--- src/rtl/fifo_pair_pkg.sv ---
// Package: event bit positions shared by the FIFO pair, its latch and its checker.
package fifo_pair_pkg;
    localparam int NUM_EVT      = 7;
    localparam int EVT_TX_EMPTY = 0;
    localparam int EVT_TX_NEMP  = 1;
    localparam int EVT_TX_FULL  = 2;
    localparam int EVT_TX_OVR   = 3;
    localparam int EVT_RX_EMPTY = 4;
    localparam int EVT_RX_NFULL = 5;
    localparam int EVT_RX_FULL  = 6;
endpackage

--- src/rtl/byte_fifo.sv ---
// Module: byte_fifo
// A synchronous queue of DEPTH entries, each WIDTH bits wide, with a
// combinational head read. A write while full is dropped. A read while
// empty returns zero. The clear input empties the queue and takes
// priority over any access in the same cycle.
// Assumes: DEPTH is a power of two; the caller gates wr_en and rd_en.
module byte_fifo #(
    parameter int DEPTH = 16,
    parameter int WIDTH = 8,
    localparam int AW = $clog2(DEPTH),
    localparam int LW = $clog2(DEPTH + 1)
) (
    input  logic             clk,
    input  logic             rst_n,
    input  logic             clear,
    input  logic             wr_en,
    input  logic [WIDTH-1:0] wr_data,
    input  logic             rd_en,
    output logic [WIDTH-1:0] rd_data,
    output logic [LW-1:0]    level,
    output logic             empty,
    output logic             full
);
    logic [WIDTH-1:0] mem [DEPTH];
    logic [AW-1:0]    wr_ptr, rd_ptr;
    logic             do_wr, do_rd;

    assign empty = (level == '0);
    assign full  = (level == LW'(DEPTH));
    assign do_wr = wr_en && !full;
    assign do_rd = rd_en && !empty;

    // Head byte, or zero when the queue is empty.
    always_comb rd_data = empty ? '0 : mem[rd_ptr];

    // Storage write port.
    always_ff @(posedge clk) begin
        if (do_wr) mem[wr_ptr] <= wr_data;
    end

    // Pointer and occupancy update; clear wins over any access.
    always_ff @(posedge clk) begin
        if (!rst_n || clear) begin
            wr_ptr <= '0;
            rd_ptr <= '0;
            level  <= '0;
        end else begin
            if (do_wr) wr_ptr <= wr_ptr + 1'b1;
            if (do_rd) rd_ptr <= rd_ptr + 1'b1;
            case ({do_wr, do_rd})
                2'b10:   level <= level + 1'b1;
                2'b01:   level <= level - 1'b1;
                default: level <= level;
            endcase
        end
    end
endmodule

--- src/rtl/flush_seq.sv ---
// Module: flush_seq
// Stretches a one-cycle flush request into a busy window of CYCLES
// clocks. On the last cycle of the window it issues a one-cycle
// done pulse, and busy falls on the following edge.
// Assumes: a request that arrives while busy is high is ignored.
module flush_seq #(
    parameter int CYCLES = 4,
    localparam int CW = $clog2(CYCLES + 1)
) (
    input  logic clk,
    input  logic rst_n,
    input  logic req,
    output logic busy,
    output logic done
);
    logic [CW-1:0] cnt;

    assign done = busy && (cnt == CW'(CYCLES - 1));

    // Busy window counter; clears itself at the end of the window.
    always_ff @(posedge clk) begin
        if (!rst_n) begin
            busy <= 1'b0;
            cnt  <= '0;
        end else if (!busy) begin
            busy <= req;
            cnt  <= '0;
        end else if (done) begin
            busy <= 1'b0;
            cnt  <= '0;
        end else begin
            cnt <= cnt + 1'b1;
        end
    end
endmodule

--- src/rtl/evt_latch.sv ---
// Module: evt_latch
// A sticky event vector. On each edge, every bit whose condition holds
// is set. A clear pulse removes a bit unless its condition holds in the
// same cycle, in which case the set wins. The masked output is the
// sticky vector ANDed with the mask.
// Assumes: the conditions are sampled on the same clock as the clear.
module evt_latch #(
    parameter int N = 7
) (
    input  logic         clk,
    input  logic         rst_n,
    input  logic [N-1:0] cond,
    input  logic [N-1:0] clr,
    input  logic [N-1:0] mask,
    output logic [N-1:0] raw,
    output logic [N-1:0] masked
);
    for (genvar i = 0; i < N; i++) begin : g_bit
        // One sticky bit; a set in the same cycle beats the clear.
        always_ff @(posedge clk) begin
            if (!rst_n) raw[i] <= 1'b0;
            else        raw[i] <= (raw[i] && !clr[i]) || cond[i];
        end
    end

    assign masked = raw & mask;
endmodule

--- src/rtl/byte_fifo_pair.sv ---
// Module: byte_fifo_pair
// A transmit queue and a receive queue, each with a self-clearing flush
// sequencer, plus the level-event logic against programmable
// watermarks and a sticky event vector for an interrupt mask unit.
// Assumes: a queue whose flush is busy ignores every access to it.
module byte_fifo_pair
    import fifo_pair_pkg::*;
#(
    parameter int DEPTH   = 16,
    parameter int WIDTH   = 8,
    parameter int WM_W    = 4,
    parameter int FLUSH_N = 4,
    localparam int LW = $clog2(DEPTH + 1)
) (
    input  logic               clk,
    input  logic               rst_n,
    input  logic               tx_wr_en,
    input  logic [WIDTH-1:0]   tx_wr_data,
    input  logic               tx_rd_en,
    output logic [WIDTH-1:0]   tx_rd_data,
    input  logic               rx_wr_en,
    input  logic [WIDTH-1:0]   rx_wr_data,
    input  logic               rx_rd_en,
    output logic [WIDTH-1:0]   rx_rd_data,
    input  logic [WM_W-1:0]    tx_wmark,
    input  logic [WM_W-1:0]    rx_wmark,
    input  logic               flush_tx_req,
    input  logic               flush_rx_req,
    output logic               flush_tx_busy,
    output logic               flush_rx_busy,
    output logic [LW-1:0]      tx_level,
    output logic [LW-1:0]      rx_level,
    input  logic [NUM_EVT-1:0] evt_mask,
    input  logic [NUM_EVT-1:0] evt_clr,
    output logic [NUM_EVT-1:0] evt_raw,
    output logic [NUM_EVT-1:0] evt_masked
);
    logic tx_done, rx_done;
    logic tx_empty, tx_full, rx_empty, rx_full;
    logic [WIDTH-1:0] tx_head, rx_head;
    logic tx_ovr;
    logic [NUM_EVT-1:0] cond;

    flush_seq #(.CYCLES(FLUSH_N)) u_tx_flush (
        .clk(clk), .rst_n(rst_n), .req(flush_tx_req),
        .busy(flush_tx_busy), .done(tx_done)
    );

    flush_seq #(.CYCLES(FLUSH_N)) u_rx_flush (
        .clk(clk), .rst_n(rst_n), .req(flush_rx_req),
        .busy(flush_rx_busy), .done(rx_done)
    );

    byte_fifo #(.DEPTH(DEPTH), .WIDTH(WIDTH)) u_tx_q (
        .clk(clk), .rst_n(rst_n), .clear(tx_done),
        .wr_en(tx_wr_en && !flush_tx_busy), .wr_data(tx_wr_data),
        .rd_en(tx_rd_en && !flush_tx_busy), .rd_data(tx_head),
        .level(tx_level), .empty(tx_empty), .full(tx_full)
    );

    byte_fifo #(.DEPTH(DEPTH), .WIDTH(WIDTH)) u_rx_q (
        .clk(clk), .rst_n(rst_n), .clear(rx_done),
        .wr_en(rx_wr_en && !flush_rx_busy), .wr_data(rx_wr_data),
        .rd_en(rx_rd_en && !flush_rx_busy), .rd_data(rx_head),
        .level(rx_level), .empty(rx_empty), .full(rx_full)
    );

    // Head data is hidden while its queue is being flushed.
    always_comb begin
        tx_rd_data = flush_tx_busy ? '0 : tx_head;
        rx_rd_data = flush_rx_busy ? '0 : rx_head;
    end

    // A transmit write into a full queue, outside a flush, is an overrun.
    assign tx_ovr = tx_wr_en && !flush_tx_busy && tx_full;

    // Level-event conditions, placed at their fixed bit positions.
    always_comb begin
        cond               = '0;
        cond[EVT_TX_EMPTY] = tx_empty;
        cond[EVT_TX_NEMP]  = tx_level <= LW'(tx_wmark);
        cond[EVT_TX_FULL]  = tx_full;
        cond[EVT_TX_OVR]   = tx_ovr;
        cond[EVT_RX_EMPTY] = rx_empty;
        cond[EVT_RX_NFULL] = rx_level >= LW'(rx_wmark);
        cond[EVT_RX_FULL]  = rx_full;
    end

    evt_latch #(.N(NUM_EVT)) u_evt (
        .clk(clk), .rst_n(rst_n), .cond(cond), .clr(evt_clr),
        .mask(evt_mask), .raw(evt_raw), .masked(evt_masked)
    );
endmodule

--- config.mk ---
export PLATFORM = sky130hd
export DESIGN_NAME = byte_fifo_pair
export DESIGN_NICKNAME = d
export VERILOG_FILES = /design/src/rtl/fifo_pair_pkg.sv /design/src/rtl/byte_fifo.sv /design/src/rtl/flush_seq.sv /design/src/rtl/evt_latch.sv /design/src/rtl/byte_fifo_pair.sv
export SDC_FILE = /design/constraint.sdc
export NUM_CORES = 1
export LEC_CHECK = 0
export BUFFER_PORTS_ARGS = -buffer_cell sky130_fd_sc_hd__buf_2
export CAP_MARGIN = 20
export CELL_PAD_IN_SITES_DETAIL_PLACEMENT = 1
export CELL_PAD_IN_SITES_GLOBAL_PLACEMENT = 2
export CORE_MARGIN = 2
export CORE_UTILIZATION = 45
export DETAILED_ROUTE_END_ITERATION = 10
export PLACE_DENSITY = 0.88
export SLEW_MARGIN = 40
export SYNTH_ARGS = -nofsm -noshare
export SYNTH_HDL_FRONTEND = slang
export SYNTH_SLANG_ARGS = --single-unit
--- constraint.sdc ---
create_clock -name clk -period 3.1 [get_ports clk]
set_input_delay 0.31 -clock clk [delete_from_list [all_inputs] [get_ports clk]]
set_output_delay 0.31 -clock clk [all_outputs]
set_load 0.02 [all_outputs]
Word level (Yosys, flattened, before mapping)

Memory sizes are Yosys's and may differ from the RTL's. A register that Yosys moved wholly into a read port is not among the register bits.
Index checks and enable logic that the tools add are counted.

Bits in registers: 41
Bits in latches: 0
Bits in writable memories: 256
Bits in read-only memories: 0
Input port bits: 46
Output and inout port bits: 42
Logic and storage cells: 108
Memories kept: 2

$add $sub $neg: 10
$mul: 0
Div/mod/pow operators: 0
Order comparisons: 2
Eq/ne operators: 8
Shifts and indexed selects: 0
Mux-type cells: 18
Bitwise logic cells: 4
Reductions and logical operators: 47

Memory list:

| memory     | depth | width | rd ports | clocked after Yosys merged registers in | wr ports | line            | RTL |
|---|---|---|---|---|---|---|---|
| u_rx_q.mem | 16    | 8     | 1        | 1                                       | 1        | byte_fifo.sv:24 | `logic [WIDTH-1:0] mem [DEPTH];` |
| u_tx_q.mem | 16    | 8     | 1        | 1                                       | 1        | byte_fifo.sv:24 |  |

Operators by type and width:

| cell                | count |
|---|---|
| $mux 8              | 4 |
| $pmux 5 s2          | 2 |
| $logic_and 1x1->1   | 18 |
| $add 4x1->4 const B | 4 |
| $mux 4              | 4 |
| $logic_not 1->1     | 14 |
| $add 5x1->5 const B | 2 |
| $eq 5x5->1 const B  | 2 |
| $logic_not 5->1     | 2 |
| $sub 5x1->5 const B | 2 |
| $logic_or 1x1->1    | 9 |
| $mux 1              | 8 |
| $and 7x7->7         | 1 |
| $add 3x1->3 const B | 2 |
| $eq 3x2->1 const B  | 2 |
| $reduce_or 3->1     | 2 |
| $ge 5x4->1          | 1 |
| $le 5x4->1          | 1 |
| $eq 2x1->1 const B  | 2 |
| $eq 2x2->1 const B  | 2 |
| $reduce_bool 2->1   | 2 |
| $not 1->1           | 3 |

Depth between registers and ports, before layout

Word-level depth: 5
Mapped depth: 13

Modules after synthesis

From an unflattened synthesis, not the netlist that was laid out.

Cell total of the unflattened synthesis: 744
Area, all modules: 13002.5 um2

By module, submodules not included:

| module         | times used | cells each | area an instance (um2) |
|---|---|---|---|
| byte_fifo      | 2          | 317        | 6023.3 |
| flush_seq      | 2          | 16         | 170.2 |
| byte_fifo_pair | 1          | 50         | 335.3 |
| evt_latch      | 1          | 28         | 280.3 |

Least setup slack after synthesis

OpenSTA, ideal clock, no wires.

Kind: register to register
From: register u_tx_q.level[2]
To: register u_tx_q.level[4]
Setup time: 0.128 ns
Arrival: 2.623 ns
Path slack: 0.349 ns
Cell stages (with the launch flop): 13
Path buffers: 2
Cell sequence: dfxtp_1 buf_2 nor4_4 a21oi_2 inv_1 ha_1 clkbuf_1 xor2_1 ha_1 o211a_1 o311ai_0 xnor2_1 nor2_1

Word-level cells in the longest chain between the ends: 5
Elaborated cells on any way between the ends: 12
Those cells by class: add/sub (2); eq/ne (3); mux (1); reduce/logical (6)

Ends and longest elaborated chain:

| item                                                   | line                             | RTL |
|---|---|---|
| start, declared                                        | byte_fifo.sv:20                  | `output logic [LW-1:0] level,` |
| start signal, assigned                                 | byte_fifo.sv:51                  | `2'b10: level <= level + 1'b1;` |
| start signal, assigned                                 | byte_fifo.sv:52                  | `2'b01: level <= level - 1'b1;` |
| start signal, assigned                                 | byte_fifo.sv:53                  | `default: level <= level;` |
| $eq 5x5->1 / $logic_not 5->1 (equally long branches)   | byte_fifo.sv:29, byte_fifo.sv:28 |  |
| $logic_not 1->1 (on tied branches)                     | byte_fifo.sv:30, byte_fifo.sv:31 |  |
| $logic_and 1x1->1 (on tied branches)                   | byte_fifo.sv:30, byte_fifo.sv:31 |  |
| $eq 2x1->1 / $eq 2x2->1 (equally long branches)        | byte_fifo.sv:50                  | `case ({do_wr, do_rd})` |
| $pmux 5 s2 / $reduce_bool 2->1 (equally long branches) | n/a                              |  |

Parallel ways exist; a longest one is shown, timed or not.
A chain may end at the register's enable or synchronous reset.

==> flow_metrics.env <==
export IMPL_fp_row_count=61
export IMPL_clkSinkCount=305
export IMPL_syn_num_nets=812
export IMPL_antenna_cells=0
export IMPL_cp_arrival_ns=2.63
export IMPL_path_clk_slew_ns=0.06
export IMPL_synth_distinct_cells=48
export IMPL_ctsHtreeMaxLevel=1
export IMPL_drv_slew=0
export IMPL_peakVddDrop_uv=341.9
export IMPL_synth_edf_count=256
export IMPL_final_layout_size_suffix_gt1_share_pct=26.33
export IMPL_coreArea_um2=27710
export IMPL_cts_tree="done"
export IMPL_ys_ff_latch=305
export IMPL_period_share_pct=94.82
export IMPL_seqCellArea_um2=8677
export IMPL_dp_hpwl_um=18290
export IMPL_multi_input_area_um2=3637
export IMPL_power_density_nw_per_um2=722.1
export IMPL_fmax_mhz=340.2
export IMPL_r2r_slack_ns=0.25
export IMPL_port_buffers=87
export IMPL_antenna_found_initial=0
export IMPL_cts_root_buf="clkbuf_16"
export IMPL_synth_most_common_cell="edfxtp_1"
export IMPL_grt_pass1_vias=7387
export IMPL_maxCapViolations=0
export IMPL_power_switching_mw=2.875
export IMPL_cp_max_fo=11
export IMPL_nets=936
export IMPL_num_fill_cells=2640
export IMPL_synthesis_area_um2=12650
export IMPL_end_kind="output port"
export IMPL_fin_crit_ns=2.939
export IMPL_status="completed"
export IMPL_p_seq_share_pct=45.6
export IMPL_viasPerCell=5.363
export IMPL_die_w_um=171.7
export IMPL_gp_congestion=0.7369
export IMPL_finClkSkew_ns=0.008407
export IMPL_p_leak_nw=5.130
export IMPL_cts_inserted_buffers=31
export IMPL_syn_inst=737
export IMPL_totalWireLength_um=27160
export IMPL_fin_tns_setup_ns=0
export IMPL_critPathKind="flip-flop to output port"
export IMPL_clk_path_buf_depth=3
export IMPL_critPathLaunchType="flip-flop"
export IMPL_seq_area_frac_synth_pct=68.53
export IMPL_syn_to_final_growth_pct=16.03
export IMPL_avgSynthCellArea_um2=17.16
export IMPL_ios=88
export IMPL_hp_class="input port to flip-flop"
export IMPL_via_count=6774
export IMPL_antenna_left=0
export IMPL_clockPowerShare_pct=34.6
export IMPL_drc=0
export IMPL_track_usage_pct=18.93
export IMPL_grt_max_degree=21
export IMPL_synth_top_area_cell="edfxtp_1"
export IMPL_worst_slew_pin_slew_ns=0.7927
export IMPL_setup_viol=0
export IMPL_die_y_um=171.7
export IMPL_dieArea_um2=29460
export IMPL_grt_pass1_wl_um=42260
export IMPL_worst_ep_required_time_ns=2.79
export IMPL_swShare_pct=27.13
export IMPL_rsz0062_at_grt="false"
export IMPL_netlist_top_cells_area="edfxtp_1 (61%), dfxtp_1 (7.8%), mux4_2 (6.8%), mux4_1 (5.4%), ha_1 (2.9%)"
export IMPL_synthFlopType="edfxtp_1"
export IMPL_wl_per_cell_um=21.50
export IMPL_synth_top_area_share_pct=60.78
export IMPL_hold_viol_final=0
export IMPL_pwr_share_comb_pct=19.8
export IMPL_start_util_pct=45.65
export IMPL_total_power_mw=10.60
export IMPL_yosysWarnings=0
export IMPL_relSlewSlack_pct=47.08
export IMPL_drt_pass1_iter_count=4
export IMPL_synth_common_cells="edfxtp_1 (256), nor2_1 (67), dfxtp_1 (49)"
export IMPL_clock_latency_ns=0.54
export IMPL_drt_iter0_drc=439
export IMPL_internal_power_mw=7.722
export IMPL_grt_overflow_total=0
export IMPL_async_flop_share_pct=0
sequential cells by signal, summed over array words and instances (netlist names), named ones only:
| signal | count |
|---|---|
| u_evt.raw | 7 |
| u_rx_q.level | 5 |
| u_tx_flush.cnt | 3 |
| u_tx_q.level | 5 |
| u_rx_q.mem | 128 |
| u_tx_q.rd_ptr | 4 |
| u_rx_q.rd_ptr | 4 |
| u_rx_flush.busy | 1 |
| u_rx_q.wr_ptr | 4 |
| u_tx_q.mem | 128 |
| u_tx_flush.busy | 1 |
| u_rx_flush.cnt | 3 |
| u_tx_q.wr_ptr | 4 |
worst paths after layout:
check	from	to	cells past startpoint
hold / removal	evt_clr[2]	u_evt.raw[2]	3
hold reg to reg	u_tx_flush.cnt[0]	u_tx_flush.cnt[0]	1
setup / recovery	flip-flop	rx_rd_data[0]	6
setup reg to reg	u_tx_q.level[0]	u_tx_q.level[4]	10
area by class of cell:
class / count / area share (%)
Inverter: 25 / 0.6394
Clock inverter: 13 / 0.6821
Timing Repair Buffer: 130 / 5.286
Clock buffer: 44 / 6.258
Sequential cell: 305 / 59.13
Multi-Input combinational cell: 368 / 24.78
Tap cell: 378 / 3.223
cells by family (layout without fill, tap and decap cells):
kind of cell,after synthesis,count (layout),share of synthesized area (%)
compound gates,71,71,3.996
xor+xnor,20,20,1.385
mux,84,84,13.75
simple gates,164,164,6.657
buf+inv,64,212,2.809
fa+ha+maj,29,29,2.869
flops,305,305,68.53
what timing repair did:
action / 4_1_cts / 5_1_grt
hold buffers: 2 / 0
hold endpoints to repair: 2 / 0
setup buffers: 0 / 0
gates resized for setup: 1 / 2
endpoints found under the setup margin: 1 / 3
power by group through the flow:
stage,clock network [mW],logic [mW],registers (mW)
5_1_grt,3.88,2.29,4.86
2_1_floorplan,0,1.62,4.86
3_5_place_dp,0,2.12,4.91
4_1_cts,3.75,2.14,4.83
6_report,3.67,2.10,4.83
3_3_place_gp,0,2.06,4.90
routing by layer:
metal | global-route usage, % | vias up | wire length (um)
li1 | - | 3120 | -
met1 | 24.37 | 3412 | 11060
met2 | 33.37 | 201 | 14020
met3 | 3.060 | 41 | 1589
met4 | 4.974 | 0 | 484
met5 | 0 | - | 0
placed cells by master (no fill, tap or decap), types with 3 or more instances in the layout:
cell type | synthesis | layout
ha_1 | 29 | 29
edfxtp_1 | 256 | 256
a21oi_1 | 8 | 8
o22ai_1 | 4 | 4
nand4_1 | 5 | 5
xor2_1 | 13 | 13
a21oi_2 | 3 | 3
mux4_1 | 26 | 26
clkbuf_8 | 0 | 3
buf_2 | 9 | 87
dfxtp_1 | 49 | 46
nand2_1 | 21 | 21
nor2_1 | 67 | 62
buf_4 | 5 | 40
xnor2_1 | 7 | 7
or3_1 | 3 | 3
nor3_1 | 10 | 10
inv_1 | 25 | 25
mux4_2 | 38 | 38
a211oi_1 | 33 | 33
o21ai_0 | 7 | 7
clkbuf_1 | 15 | 7
nand2b_1 | 11 | 11
clkbuf_16 | 0 | 34
o21a_1 | 3 | 3
and2_1 | 11 | 11
nor2b_1 | 22 | 22
mux2i_1 | 20 | 20
nor2_2 | 0 | 5
clkinv_2 | 0 | 9
worst max-delay path, stage by stage, from the launching register on:
cell      delay, ns
dfxtp_1        0.67
buf_4          0.26
mux4_1         0.29
nor2b_1        0.16
a211oi_1       0.38
a211oi_1       0.11
buf_2          0.22
metrics by stage:
stage / setup WS [ns] / instances / utilization [%] / area (um^2) / hold slack (ns)
floorplan: 0.3492 / 737 / - / 12650 / 0.3992
global placement: 0.3470 / 1204 / 49.15 / 13620 / 0.4073
detailed placement: 0.2346 / 1204 / 49.15 / 13620 / 0.4209
CTS: 0.02728 / 1263 / 52.91 / 14660 / 0.02583
global route: 0.03385 / 1263 / 52.97 / 14680 / 0.06109
finish: 0.1606 / 1263 / 52.97 / 14680 / 0.04839
(Power assumes the default switching activity.)
